===== src/rtl/wdog_reg_pkg.sv =====
package wdog_reg_pkg;
  typedef enum logic [1:0] {SZ_BYTE = 2'd0, SZ_HALF = 2'd1, SZ_WORD = 2'd2} xfer_size_e;
  typedef enum logic [1:0] {KS_IDLE = 2'd0, KS_HALF = 2'd1, KS_ARMED = 2'd2} key_state_e;
  localparam int DATA_W = 32;

  function automatic logic [DATA_W-1:0] sized_value(input logic [1:0] sz, input logic [DATA_W-1:0] d);
    case (sz)
      SZ_BYTE: sized_value = {{(DATA_W-8){1'b0}}, d[7:0]};
      SZ_HALF: sized_value = {{(DATA_W-16){1'b0}}, d[15:0]};
      default: sized_value = d;
    endcase
  endfunction
endpackage


===== src/rtl/wdog_key_seq.sv =====
module wdog_key_seq
  import wdog_reg_pkg::*;
#(
  parameter int ADDR_W = 8,
  parameter logic [ADDR_W-1:0] KEY_OFS = 'h0C,
  parameter logic [7:0] KEY_FIRST = 8'h80,
  parameter logic [7:0] KEY_SECOND = 8'h86
) (
  input  logic              clk,
  input  logic              rst_n,
  input  logic              mem_wr,
  input  logic [1:0]        size,
  input  logic [ADDR_W-1:0] addr,
  input  logic [DATA_W-1:0] wdata,
  output logic              grant
);
  key_state_e state_q, state_d;
  logic [DATA_W-1:0] val;
  logic at_key, is_first, is_second, consume;

  always_comb begin
    val       = sized_value(size, wdata);
    at_key    = (addr == KEY_OFS);
    is_first  = at_key && (val == {{(DATA_W-8){1'b0}}, KEY_FIRST});
    is_second = at_key && (val == {{(DATA_W-8){1'b0}}, KEY_SECOND}) && (state_q == KS_HALF);
    consume   = mem_wr && !is_first && !is_second && (size != SZ_BYTE);
    grant     = consume && (state_q == KS_ARMED);
  end

  always_comb begin
    state_d = state_q;
    if (mem_wr && is_first)       state_d = KS_HALF;
    else if (mem_wr && is_second) state_d = KS_ARMED;
    else if (consume)             state_d = KS_IDLE;
  end

  always_ff @(posedge clk or negedge rst_n) begin
    if (!rst_n) state_q <= KS_IDLE;
    else        state_q <= state_d;
  end

  // a consumed write always closes the key
  a_r4_one_shot: assert property (@(posedge clk) disable iff (!rst_n)
    consume |=> (state_q == KS_IDLE));
  // byte writes never disarm
  a_r8_byte_keeps: assert property (@(posedge clk) disable iff (!rst_n)
    (mem_wr && size == SZ_BYTE && state_q == KS_ARMED && !at_key) |=> (state_q == KS_ARMED));
  // arming only from the half-open state
  a_r2_arm_order: assert property (@(posedge clk) disable iff (!rst_n)
    (state_q != KS_ARMED && state_q != KS_HALF) |=> (state_q != KS_ARMED));
endmodule


===== src/rtl/wdog_prot_regs.sv =====
module wdog_prot_regs
  import wdog_reg_pkg::*;
#(
  parameter int ADDR_W = 8,
  parameter int CNT_W  = 20,
  parameter logic [ADDR_W-1:0] PRE1_OFS = 'h00,
  parameter logic [ADDR_W-1:0] PRE2_OFS = 'h04,
  parameter logic [ADDR_W-1:0] KEY_OFS  = 'h0C,
  parameter int RELOAD_BIT = 8,
  parameter int CLR_BIT_A  = 9,
  parameter int CLR_BIT_B  = 12
) (
  input  logic              clk,
  input  logic              rst_n,
  input  logic              por_n,
  input  logic              grant,
  input  logic [1:0]        size,
  input  logic [ADDR_W-1:0] addr,
  input  logic [DATA_W-1:0] wdata,
  input  logic              reboot_event,
  output logic [CNT_W-1:0]  pre1,
  output logic [CNT_W-1:0]  pre2,
  output logic              reload,
  output logic              cause
);
  logic [CNT_W-1:0] pre1_q, pre2_q, pre1_d, pre2_d;
  logic ld1, ld2, ctl_wr, reload_d, cause_d;

  always_comb begin
    ld1      = grant && (size == SZ_WORD) && (addr == PRE1_OFS);
    ld2      = grant && (size == SZ_WORD) && (addr == PRE2_OFS);
    ctl_wr   = grant && (size == SZ_HALF) && (addr == KEY_OFS);
    pre1_d   = ld1 ? wdata[CNT_W-1:0] : pre1_q;
    pre2_d   = ld2 ? wdata[CNT_W-1:0] : pre2_q;
    reload_d = ctl_wr && wdata[RELOAD_BIT];
    cause_d  = cause;
    if (ctl_wr && (wdata[CLR_BIT_A] || wdata[CLR_BIT_B])) cause_d = 1'b0;
    if (reboot_event) cause_d = 1'b1;
  end

  always_ff @(posedge clk or negedge rst_n) begin
    if (!rst_n) begin
      pre1_q <= '1;
      pre2_q <= '1;
      reload <= 1'b0;
    end else begin
      pre1_q <= pre1_d;
      pre2_q <= pre2_d;
      reload <= reload_d;
    end
  end

  always_ff @(posedge clk or negedge por_n) begin
    if (!por_n) cause <= 1'b0;
    else        cause <= cause_d;
  end

  assign pre1 = pre1_q;
  assign pre2 = pre2_q;

  // preloads move only on a granted word write
  a_r3_pre1_guard: assert property (@(posedge clk) disable iff (!rst_n)
    !grant |=> $stable(pre1_q));
  // reload is a single-cycle pulse
  a_r5_pulse_once: assert property (@(posedge clk) disable iff (!rst_n)
    reload |=> !reload);
  // a reboot event always leaves the flag set
  a_r6_flag_set: assert property (@(posedge clk) disable iff (!por_n)
    reboot_event |=> cause);
endmodule


===== src/rtl/wdog_ctl_regs.sv =====
module wdog_ctl_regs
  import wdog_reg_pkg::*;
#(
  parameter int ADDR_W = 8,
  parameter int INT_W  = 2,
  parameter logic [ADDR_W-1:0] CTL_OFS  = 'h60,
  parameter logic [ADDR_W-1:0] LOCK_OFS = 'h68,
  parameter int NOREBOOT_BIT = 5,
  parameter int FAST_BIT     = 2
) (
  input  logic              clk,
  input  logic              rst_n,
  input  logic              cfg_wr,
  input  logic [1:0]        size,
  input  logic [ADDR_W-1:0] addr,
  input  logic [DATA_W-1:0] wdata,
  output logic [DATA_W-1:0] cfg_rdata,
  output logic              enable,
  output logic              free_run,
  output logic              locked,
  output logic              reboot_en,
  output logic              fast_clk,
  output logic [INT_W-1:0]  irq_type
);
  logic ctl_hit, lock_hit;
  logic en_d, fr_d, lk_d, rb_d, fc_d;
  logic [INT_W-1:0] it_d;

  always_comb begin
    ctl_hit  = (addr == CTL_OFS) && (size == SZ_HALF);
    lock_hit = (addr == LOCK_OFS) && (size == SZ_BYTE);
    en_d = enable; fr_d = free_run; lk_d = locked;
    rb_d = reboot_en; fc_d = fast_clk; it_d = irq_type;
    if (cfg_wr && ctl_hit) begin
      rb_d = !wdata[NOREBOOT_BIT];
      fc_d = wdata[FAST_BIT];
      it_d = wdata[INT_W-1:0];
    end
    if (cfg_wr && lock_hit && !locked) begin
      lk_d = wdata[0];
      en_d = wdata[1];
      fr_d = wdata[2];
    end
  end

  always_ff @(posedge clk or negedge rst_n) begin
    if (!rst_n) begin
      enable <= 1'b0; free_run <= 1'b0; locked <= 1'b0;
      reboot_en <= 1'b1; fast_clk <= 1'b0; irq_type <= '0;
    end else begin
      enable <= en_d; free_run <= fr_d; locked <= lk_d;
      reboot_en <= rb_d; fast_clk <= fc_d; irq_type <= it_d;
    end
  end

  always_comb begin
    cfg_rdata = '0;
    if (ctl_hit) begin
      cfg_rdata[NOREBOOT_BIT] = !reboot_en;
      cfg_rdata[FAST_BIT]     = fast_clk;
      cfg_rdata[INT_W-1:0]    = irq_type;
    end else if (lock_hit) begin
      cfg_rdata[2:0] = {free_run, enable, locked};
    end
  end

  // lock never falls while out of reset
  a_r9_lock_sticky: assert property (@(posedge clk) disable iff (!rst_n)
    locked |=> locked);
  // a frozen register ignores writes
  a_r9_frozen: assert property (@(posedge clk) disable iff (!rst_n)
    (locked && cfg_wr && lock_hit) |=> ($stable(enable) && $stable(free_run)));
  // control fields move only on a matching write
  a_r10_ctl_guard: assert property (@(posedge clk) disable iff (!rst_n)
    !(cfg_wr && ctl_hit) |=> ($stable(reboot_en) && $stable(fast_clk) && $stable(irq_type)));
endmodule


===== src/rtl/wdog_guard_regs.sv =====
module wdog_guard_regs
  import wdog_reg_pkg::*;
#(
  parameter int ADDR_W = 8,
  parameter int CNT_W  = 20,
  parameter int INT_W  = 2,
  parameter logic [7:0] KEY_FIRST  = 8'h80,
  parameter logic [7:0] KEY_SECOND = 8'h86
) (
  input  logic              clk,
  input  logic              rst_n,
  input  logic              por_n,
  input  logic              bus_valid,
  input  logic              bus_write,
  input  logic              bus_cfg,
  input  logic [1:0]        bus_size,
  input  logic [ADDR_W-1:0] bus_addr,
  input  logic [31:0]       bus_wdata,
  output logic [31:0]       rd_data,
  input  logic              reboot_event,
  output logic [CNT_W-1:0]  stage1_preload,
  output logic [CNT_W-1:0]  stage2_preload,
  output logic              reload_pulse,
  output logic              wd_enable,
  output logic              wd_free_run,
  output logic              wd_locked,
  output logic              reboot_en,
  output logic              fast_clk,
  output logic [INT_W-1:0]  irq_type,
  output logic              reboot_cause
);
  localparam logic [ADDR_W-1:0] KEY_OFS = ADDR_W'('h0C);
  localparam int FLAG_BIT_A = 9;
  localparam int FLAG_BIT_B = 12;

  logic mem_wr, cfg_wr, rd_req, grant;
  logic [DATA_W-1:0] cfg_rdata, rd_d, rd_q;

  assign mem_wr = bus_valid && bus_write && !bus_cfg;
  assign cfg_wr = bus_valid && bus_write && bus_cfg;
  assign rd_req = bus_valid && !bus_write;

  wdog_key_seq #(.ADDR_W(ADDR_W), .KEY_OFS(KEY_OFS), .KEY_FIRST(KEY_FIRST),
                 .KEY_SECOND(KEY_SECOND)) u_key (
    .clk(clk), .rst_n(rst_n), .mem_wr(mem_wr), .size(bus_size),
    .addr(bus_addr), .wdata(bus_wdata), .grant(grant));

  wdog_prot_regs #(.ADDR_W(ADDR_W), .CNT_W(CNT_W), .KEY_OFS(KEY_OFS),
                   .CLR_BIT_A(FLAG_BIT_A), .CLR_BIT_B(FLAG_BIT_B)) u_prot (
    .clk(clk), .rst_n(rst_n), .por_n(por_n), .grant(grant), .size(bus_size),
    .addr(bus_addr), .wdata(bus_wdata), .reboot_event(reboot_event),
    .pre1(stage1_preload), .pre2(stage2_preload), .reload(reload_pulse),
    .cause(reboot_cause));

  wdog_ctl_regs #(.ADDR_W(ADDR_W), .INT_W(INT_W)) u_ctl (
    .clk(clk), .rst_n(rst_n), .cfg_wr(cfg_wr), .size(bus_size),
    .addr(bus_addr), .wdata(bus_wdata), .cfg_rdata(cfg_rdata),
    .enable(wd_enable), .free_run(wd_free_run), .locked(wd_locked),
    .reboot_en(reboot_en), .fast_clk(fast_clk), .irq_type(irq_type));

  always_comb begin
    rd_d = '0;
    if (bus_cfg) rd_d = cfg_rdata;
    else if (bus_addr == KEY_OFS && bus_size == SZ_HALF) begin
      rd_d[FLAG_BIT_A] = reboot_cause;
      rd_d[FLAG_BIT_B] = reboot_cause;
    end
  end

  always_ff @(posedge clk or negedge rst_n) begin
    if (!rst_n)      rd_q <= '0;
    else if (rd_req) rd_q <= rd_d;
  end

  assign rd_data = rd_q;

  // read data holds without a read request
  a_r11_rd_hold: assert property (@(posedge clk) disable iff (!rst_n)
    !rd_req |=> $stable(rd_q));
  // memory reads only ever show the two flag bits
  a_r7_mem_bits: assert property (@(posedge clk) disable iff (!rst_n)
    (rd_req && !bus_cfg) |=> ((rd_q & ~32'h1200) == 32'h0));
endmodule


===== config.mk =====
export PLATFORM = sky130hd
export DESIGN_NAME = wdog_guard_regs
export DESIGN_NICKNAME = d
export VERILOG_FILES = /design/src/rtl/wdog_reg_pkg.sv /design/src/rtl/wdog_key_seq.sv /design/src/rtl/wdog_prot_regs.sv /design/src/rtl/wdog_ctl_regs.sv /design/src/rtl/wdog_guard_regs.sv
export SDC_FILE = /design/constraint.sdc
export NUM_CORES = 1
export LEC_CHECK = 0
export ABC_AREA = 1
export BUFFER_PORTS_ARGS = -buffer_cell sky130_fd_sc_hd__clkbuf_2
export CORE_MARGIN = 4
export CORE_UTILIZATION = 45
export DETAILED_ROUTE_END_ITERATION = 8
export GPL_TIMING_DRIVEN = 0
export PLACE_DENSITY_LB_ADDON = 0.12
export SYNTH_ARGS = -nofsm -noshare
export SYNTH_HDL_FRONTEND = slang
export SYNTH_SLANG_ARGS = --single-unit

===== constraint.sdc =====
create_clock -name clk -period 3.4 [get_ports clk]
set_input_delay 0.17 -clock clk [delete_from_list [all_inputs] [get_ports clk]]
set_output_delay 0.17 -clock clk [all_outputs]
set_load 0.02 [all_outputs]

==> run_results.csv <==
group,metric,value,unit
setup_path,crit_path_max_fanout,10,
min_path,hold_depth,3,
floorplanning,initial_utilization,46.6,%
floorplanning,top_level_ports,130,
setup_path,crit_chain,"nand2_1 > nor2_1 > nand3_1 > nor2_2 > nand3_1 > nand3_1 > nor2_2 > buf_2 > nand4_1 > nand2_1",
status,outcome,"finished clean",
route,routed-wl-met2,3.65,mm
setup_path,critPathMostFrequentCell,"nand3_1",
global_routing,antenna_found_initial,0,
route,highest_layer,"met4",
final_layout,drive_gt1_share,40.0,%
clocking,cts_resized,0,
clocking,cts.sinks,56,
floorplanning,die_h,89.3,um
clocking,clk_pin_slew,0.10,ns
logic_synthesis,ys_types,25,
logic_synthesis,ys_seq_elements,56,
global_routing,grt.total_usage,19.7,%
timing,fin_hold_ws,0.0483,ns
final_layout,final_common_cell,"nand2_1",
min_path,hold_path_class,"input port to flop",
timing,layout_min_cycle_time,1.54,ns
route,drt_first_pass_iters,4,
clocking,ctsHoldBuffers,1,
logic_synthesis,synth_seq_area_share,48.9,%
setup_path,r2r_cells,10,
setup_path,end_kind,"flop",
final_layout,antenna_cells,0,
logic_synthesis,ys_warn_count,0,
final_layout,mostFrequentLayoutCells,"nand2_1, clkbuf_2, nand4_1, dfstp_2, nor2_1",
route,vias,2758,
pwr,p_per_area,308,nW/um^2
timing,drv_slew,0,
place,gp_congestion,0.787,
place,port_buffers,103,
floorplanning,die-area,7970,sq um
place,placed_cells,573,
timing,finalCritPeriodShare,45.3,%
final_layout,nets,555,
global_routing,grt_pass1_vias,2696,
logic_synthesis,avgSynthCellArea,8.08,sq um
clocking,clockRootBuffer,"clkbuf_8",
global_routing,grt_max_degree,56,
clocking,ctsHtreeMaxLevel,2,
clocking,post_cts_buffers,0,
floorplanning,fp.coreArea,6390,sq um
global_routing,grt_remaining_overflow,0,
place,dp_hpwl,5.83,mm
route,dr_wl_met3,563,um
timing,finalSetupViolCount,0,
global_routing,grt_pass1_wl,12.3,mm
floorplanning,row_count,29,
timing,max_freq,649,MHz
setup_path,worstSetupStartpointType,"flop",
route,drt_iter0_markers,91,
logic_synthesis,syn-cell-area,2970,sq um
setup_path,cp_num_buf_inv,1,
route,ant_nets,0,
route,avgViaCountPerCell,4.72,
route,wl_per_cell,12.7,um
final_layout,synthToLayoutAreaGrowth,27.9,%
route,met1_length,3.11,mm
setup_path,crit_family,"simple AND/OR/NAND/NOR gates",
setup_path,crit_cells,10,
timing,fin_skew,0.00974,ns
pwr,power,1170,uW
final_layout,final_cells,584,
setup_path,crit_type,"flop to flop",
clocking,cts_buffers,5,
route,drcViolationCount,0,
logic_synthesis,synthCells,368,
timing,fin_ws,1.86,ns
clocking,insertion_delay,0.31,ns
timing,rsz0062_at_grt,"no",
pwr,ir_drop,0.223,mV
clocking,clockBufferDepth,2,
floorplanning,fp.dieW,89.3,um
timing,finalHoldViolCount,0,
setup_path,cp_slowest_cell,"dfrtp_1",
setup_path,worst_path_largest_cell_delay,0.41,ns
pwr,leakagePower,0.00210,uW
route,drt_wl_total,7.41,mm
clocking,tritoncts,"done",
timing,fin_tns_setup,0,ns
setup_path,crit_required,3.65,ns
flow_run,drv_cap,0,
setup_path,critPathArrivalTime,1.80,ns
place,pre_cts_slack,1.73,ns
==> cell usage after synthesis <==
library cell / count / share of area, %
nor4_1: 1 / 0.21
clkbuf_1: 8 / 1.0
nor2_1: 36 / 4.5
o41ai_1: 1 / 0.29
nor2_2: 7 / 1.5
nand2_1: 121 / 15
o21ai_0: 9 / 1.5
a31o_2: 1 / 0.29
nand4_2: 2 / 0.84
a211oi_1: 1 / 0.25
o211ai_1: 3 / 0.76
or2_2: 1 / 0.21
buf_4: 27 / 6.8
nor3_1: 2 / 0.34
conb_1: 1 / 0.13
buf_2: 4 / 0.67
nand3_1: 8 / 1.3
and3_1: 1 / 0.21
dfstp_2: 41 / 36
buf_6: 4 / 1.5
dfrtp_1: 15 / 13
nor3_2: 1 / 0.34
nand2_2: 4 / 0.84
inv_1: 27 / 3.4
nand4_1: 42 / 8.8
==> state kept, by name (all words and copies together), names as in the netlist, 2 cells and up <==
name,cells
u_key.state_q,2
u_prot.pre2,20
u_ctl.irq_type,2
u_prot.pre1,20
rd_data,5
==> final timing paths <==
kind                                              start                          to  slack (ns)
min                                        reboot_event    u_prot.cause$_DFFE_PN0P_        0.05
max reg2reg                u_key.state_q[0]$_DFFE_PN0P_  u_prot.pre1[6]$_DFFE_PN1P_        1.86
max                        u_key.state_q[0]$_DFFE_PN0P_  u_prot.pre1[6]$_DFFE_PN1P_        1.86
min in group asynchronous                         por_n    u_prot.cause$_DFFE_PN0P_        0.16
max in group asynchronous                         rst_n  u_prot.pre2[5]$_DFFE_PN1P_        2.43
min reg2reg                  u_prot.pre1[0]$_DFFE_PN1P_  u_prot.pre1[0]$_DFFE_PN1P_        0.47
==> worst min-delay path, cell delays in order <==
cell      delay, ns
clkbuf_2       0.08
inv_1          0.03
nand2_1        0.05
==> stage by stage <==
| step | cell area (sq um) | utilization (%) |
|---|---|---|
| after global placement | 3680 | 57.6 |
| after floorplan | 3070 | - |
| final | 3800 | 59.6 |
| after global routing | 3800 | 59.6 |
| after CTS | 3770 | 59.1 |
| after detailed placement | 3680 | 57.6 |
==> cell type report <==
cell class | count | area [sq um]
clock buffers | 6 | 72.6
clock inverters | 2 | 12.5
well taps | 77 | 96.3
fillers | 655 | 2580
flip-flops and latches | 56 | 1450
inverters | 27 | 101
plain buffers | 43 | 298
repair buffers | 106 | 556
multi-input cells | 267 | 1210
==> routing by layer <==
metal / vias to the layer above / track usage (%)
met5: - / 0
met4: 0 / 4.06
met3: 8 / 4.42
met2: 85 / 33.4
met1: 1246 / 25.8
li1: 1419 / -
==> power breakdown <==
group,internal (uW),switching [uW],total (uW)
registers,670,0.494,670
clock network,145,213,357
logic,54.6,91.3,146
==> logic make-up (layout without fill, tap and decap cells) <==
kind of cell	Yosys count	after routing	synth area share, %
AO/OA/AOI/OAI	15	15	3.11
buffers and inverters	70	184	13.4
flip-flops	56	56	48.9
other	1	26	0.126
AND/OR/NAND/NOR	226	226	34.5
Note: power is estimated with default switching activity, not from simulation.
